$ cat src/rtl/mdio_mgmt_master.sv
module mdio_mgmt_master #(
  parameter int CLK_DIV = 64,
  parameter int AW      = 8
) (
  input  logic          clk,
  input  logic          rst_n,
  input  logic          bus_wr,
  input  logic [AW-1:0] bus_addr,
  input  logic [31:0]   bus_wdata,
  output logic [31:0]   bus_rdata,
  output logic          mdc,
  output logic          mdio_o,
  output logic          mdio_oe,
  input  logic          mdio_i
);
  localparam int HALF = CLK_DIV / 2;
  localparam int CW   = $clog2(HALF);
  localparam logic [AW-1:0] A_MODE = AW'(8'h40);
  localparam logic [AW-1:0] A_ADDR = AW'(8'h44);
  localparam logic [AW-1:0] A_WDAT = AW'(8'h48);
  localparam logic [AW-1:0] A_RDAT = AW'(8'h4C);
  localparam logic [AW-1:0] A_CMD  = AW'(8'h50);

  logic [31:0]   mode_q;
  logic [4:0]    phy_q, reg_q;
  logic [15:0]   wd_q, rd_q, cap_q;
  logic [1:0]    code_q;
  logic          busy, rd_op;
  logic [5:0]    bitn;
  logic [31:0]   frm;
  logic [CW-1:0] cnt;
  logic [1:0]    op;

  wire       c45     = mode_q[8];
  wire [1:0] nc      = bus_wdata[1:0];
  wire       code_ok = c45 ? (nc != 2'd3) : !nc[1];
  wire       go      = bus_wr && bus_addr == A_CMD && bus_wdata[8] && !busy && code_ok;
  wire       nxt_rd  = c45 ? (nc == 2'd2) : (nc == 2'd0);
  wire       tick    = busy && cnt == CW'(HALF - 1);
  wire       rise    = tick && !mdc;
  wire       fall    = tick && mdc;

  always_comb begin
    if (c45) op = (nc == 2'd0) ? 2'b00 : (nc == 2'd1) ? 2'b01 : 2'b11;
    else     op = (nc == 2'd0) ? 2'b10 : 2'b01;
  end

  assign mdio_oe = busy && !(rd_op && bitn >= 6'd46);
  assign mdio_o  = mdio_oe && (bitn[5] ? frm[31] : 1'b1);

  always_ff @(posedge clk or negedge rst_n) begin
    if (!rst_n) begin
      mode_q <= '0;
      phy_q  <= '0;
      reg_q  <= '0;
      wd_q   <= '0;
      rd_q   <= '0;
      cap_q  <= '0;
      code_q <= '0;
      busy   <= 1'b0;
      rd_op  <= 1'b0;
      bitn   <= '0;
      frm    <= '0;
      cnt    <= '0;
      mdc    <= 1'b0;
    end else begin
      if (bus_wr) begin
        case (bus_addr)
          A_MODE: mode_q <= bus_wdata;
          A_ADDR: begin
            phy_q <= bus_wdata[12:8];
            reg_q <= bus_wdata[4:0];
          end
          A_WDAT: wd_q <= bus_wdata[15:0];
          default: ;
        endcase
      end
      if (go) begin
        busy   <= 1'b1;
        code_q <= nc;
        rd_op  <= nxt_rd;
        bitn   <= '0;
        cnt    <= '0;
        mdc    <= 1'b0;
        frm    <= {(c45 ? 2'b00 : 2'b01), op, phy_q, reg_q, 2'b10, wd_q};
      end else if (busy) begin
        cnt <= tick ? '0 : cnt + 1'b1;
        if (rise) begin
          mdc <= 1'b1;
          if (rd_op && bitn >= 6'd48) cap_q <= {cap_q[14:0], mdio_i};
        end
        if (fall) begin
          mdc <= 1'b0;
          if (bitn == 6'd63) begin
            busy <= 1'b0;
            if (rd_op) rd_q <= cap_q;
          end else begin
            bitn <= bitn + 1'b1;
            if (bitn[5]) frm <= frm << 1;
          end
        end
      end
    end
  end

  always_comb begin
    case (bus_addr)
      A_MODE:  bus_rdata = mode_q;
      A_ADDR:  bus_rdata = {19'd0, phy_q, 3'd0, reg_q};
      A_WDAT:  bus_rdata = {16'd0, wd_q};
      A_RDAT:  bus_rdata = {16'd0, rd_q};
      A_CMD:   bus_rdata = {15'd0, busy, 14'd0, code_q};
      default: bus_rdata = '0;
    endcase
  end
endmodule

$ cat config.mk
export PLATFORM = sky130hd
export DESIGN_NAME = mdio_mgmt_master
export DESIGN_NICKNAME = d
export VERILOG_FILES = /design/src/rtl/mdio_mgmt_master.sv
export SDC_FILE = /design/constraint.sdc
export NUM_CORES = 1
export LEC_CHECK = 0
export BUFFER_PORTS_ARGS = -buffer_cell sky130_fd_sc_hd__buf_2
export CORE_MARGIN = 1.5
export CORE_UTILIZATION = 25
export DETAILED_ROUTE_END_ITERATION = 10
export SYNTH_ARGS = -nofsm -noshare
export SYNTH_HDL_FRONTEND = slang
export SYNTH_SLANG_ARGS = --single-unit
$ cat constraint.sdc
create_clock -name clk -period 3.82 [get_ports clk]
set_clock_uncertainty 0.15 [all_clocks]
set_input_delay 0.191 -clock clk [delete_from_list [all_inputs] [get_ports clk]]
set_output_delay 0.191 -clock clk [all_outputs]
set_load 0.05 [all_outputs]
==> results.cfg <==
[worst_setup_path]
reg2reg_slack_ps = 1060
critPathBufInv = 2
cp.required_ps = 3480
cpMaxStageDelayCell = dfrtp_1
rr_worst_depth = 8
slowest_delay_ps = 420
cp.arrival_ps = 2450
crit_family = compound AO/OA/AOI/OAI gates
cp-start-kind = register
cp_max_fo = 5
r2r-start = cnt[0]
cp-end-kind = output pin
critPathKind = reg -> out
rr_endpoint = frm[21]
path_cells = inv_1, ha_1, or2_2, a31oi_1, o21a_1, a21boi_0, buf_2

[synth]
syn_area_um2 = 6480
synthAdderAreaFrac_pct = 0.773
yosysSeqAreaShare_pct = 53.3
avgSynthCellArea_um2 = 14.1
ys_warn_count = 0
synth_xor_area_share_pct = 0.676
syn_nets = 508
synth_top_flop_cell = dfrtp_1
synth-edff-count = 0
syn_inst = 460
yosys.cell_types.count = 50
yosys-mux-area-fraction_pct = 31.1
postSynth.asyncResetShare_pct = 100
synth-compound-area-share_pct = 2.76
synth_top_family_by_area = multiplexers
synth_seq_cells = 138
synthSimpleGateAreaFrac_pct = 8.29

[status]
status = finished clean

[job]
drv_cap = 0

[clock_tree]
clockBufferDepth = 2
cts_setup_buffers = 0
clockRootBuffer = clkbuf_16
clock-sinks = 138
htree_levels = 4
cts_tree = yes
numCtsBuffers = 17
clkTransAtPathRegs_ps = 60
clock_latency_ps = 410

[drt]
drtIter0Drc = 298
wl_mm = 14.8
antenna_left = 0
detail_route.first_pass.iterations = 5
vias = 4102
viasPerCell = 4.47
drc_errors = 0
wl_per_cell_um = 16.2

[cells_and_area]
final_cells = 917
diodes = 0
mostFrequentLayoutCell = mux2_2
stdcell_area_um2 = 8140
nets = 622
final_core_util_pct = 32.1
drive_gt1_share_pct = 48.9
area_growth_pct = 25.7
layout_common_cells = 144 x mux2_2, 138 x dfrtp_1, 77 x buf_2, 33 x dlygate4sd3_1, 17 x clkbuf_16
fill_cells = 2520

[min_path]
holdPathStages = 2
worstHoldStart = bus_wdata[1]
hold_end = wd_q[1]
hp-class = in -> reg

[timing]
finalCritPeriodShare_pct = 73.0
final-setup-viol-count = 0
setup_tns_ps = 0
max_slew_margin_pct = 31.8
whs_ps = 16.9
timing.fmax_mhz = 359
tightest_slew_ps = 1020
worst_slack_ps = 1030
post-route-min-period_ps = 2790
maxSlewViolCount = 0
hold_viol_final = 0
rsz0062_at_grt = no

[pwr]
finalPower_mw = 3.41
p_leak_nw = 4.02
ir_drop_mv = 0.271
cellPowerDensity_nw_per_um2 = 419

[global_routing]
grt_pass1_wl_mm = 23.5
grt_pass1_vias = 4168
grt-ovfl-total = 0
track_usage_pct = 11.5
grt_max_degree = 104
grt_antenna_before_repair = 0

[floorplanning]
dieWidth_um = 164
start_util_pct = 25.6
row_count = 58
fp.dieH_um = 164
placeableCoreArea_um2 = 25300
die_area_um2 = 26900
top_level_ports = 79

[placed_design]
dp_hpwl_mm = 9.51
place_area_um2 = 7210
port_buffers = 78
gp_congestion = 0.745
dpl_worst_slack_ps = 1050
place_inst = 852
Yosys cell counts, types with 2 or more instances:
cell,count,area [um2]
mux2_2,144,1620
dfrtp_1,138,3450
and3_1,16,100
nor2_1,14,52.6
buf_2,12,60.1
mux2i_1,11,110
mux4_2,10,225
and2_1,8,50.1
inv_1,8,30.0
nand2_1,8,30.0
a21oi_1,7,35.0
clkbuf_1,7,26.3
a22oi_1,6,45.0
nand2b_1,6,37.5
nand3_1,5,25.0
buf_4,4,30.0
buf_6,4,45.0
ha_1,4,50.1
mux2_1,4,45.0
xnor2_1,4,35.0
a211oi_1,3,22.5
o32ai_1,3,26.3
nand3_2,2,20.0
nand3b_1,2,15.0
nand4_1,2,12.5
nand4b_1,2,17.5
nor3_1,2,10.0
or2_2,2,12.5
registers in the layout, indices dropped and copies added, names as in the netlist, 2 cells and up:
register / flops
reg_q: 5
bitn: 6
cnt: 5
phy_q: 5
code_q: 2
mode_q: 32
cap_q: 16
wd_q: 16
rd_q: 16
frm: 32
final cells by class:
cell class	count	area [um2]	share of cell area, %
clock buffers	18	429	5.27
clock inverters	14	173	2.12
inverters	8	30.0	0.369
multi-input cells	286	2830	34.7
flip-flops and latches	138	3450	42.4
well taps	330	413	5.07
repair buffers	123	817	10.0
cell families after synthesis:
kind of cell | count (synthesis)
AO/OA/AOI/OAI | 26
XOR/XNOR | 5
adder cells (fa/ha/maj) | 4
buffers and inverters | 36
flip-flops | 138
multiplexers | 170
AND/OR/NAND/NOR | 81
worst max path at each step:
stage                start         end  slack (ps)  cells past startpoint
2_1_floorplan      bitn[0]      mdio_o         770                      6
3_3_place_gp        cnt[0]     frm[26]        1110                      8
3_5_place_dp   bus_addr[5]  mode_q[27]        1050                      6
4_1_cts             cnt[0]     frm[21]        1050                      8
5_1_grt             cnt[0]     frm[21]         860                      8
6_report           bitn[0]      mdio_o        1030                      7
power breakdown:
part           leakage, nW  internal [mW]  switching (mW)
clock                0.279           1.03           0.650
sequential            1.85           1.50          0.0318
combinational         1.90         0.0982          0.0975
total                 4.02           2.63           0.779
timing repair:
item	CTS	global route
setup endpoints to repair	0	0
hold buffers	33	0
gates resized for setup	0	0
endpoints found under the hold margin	158	0
routing by layer:
layer,up-vias,wire [um],global-route usage [%]
met2,102,6170,16.4
met4,0,91,2.69
met5,-,0,0
met1,2072,7910,17.2
met3,10,677,2.75
li1,1918,-,-
Power figures use the tool's default switching activity.
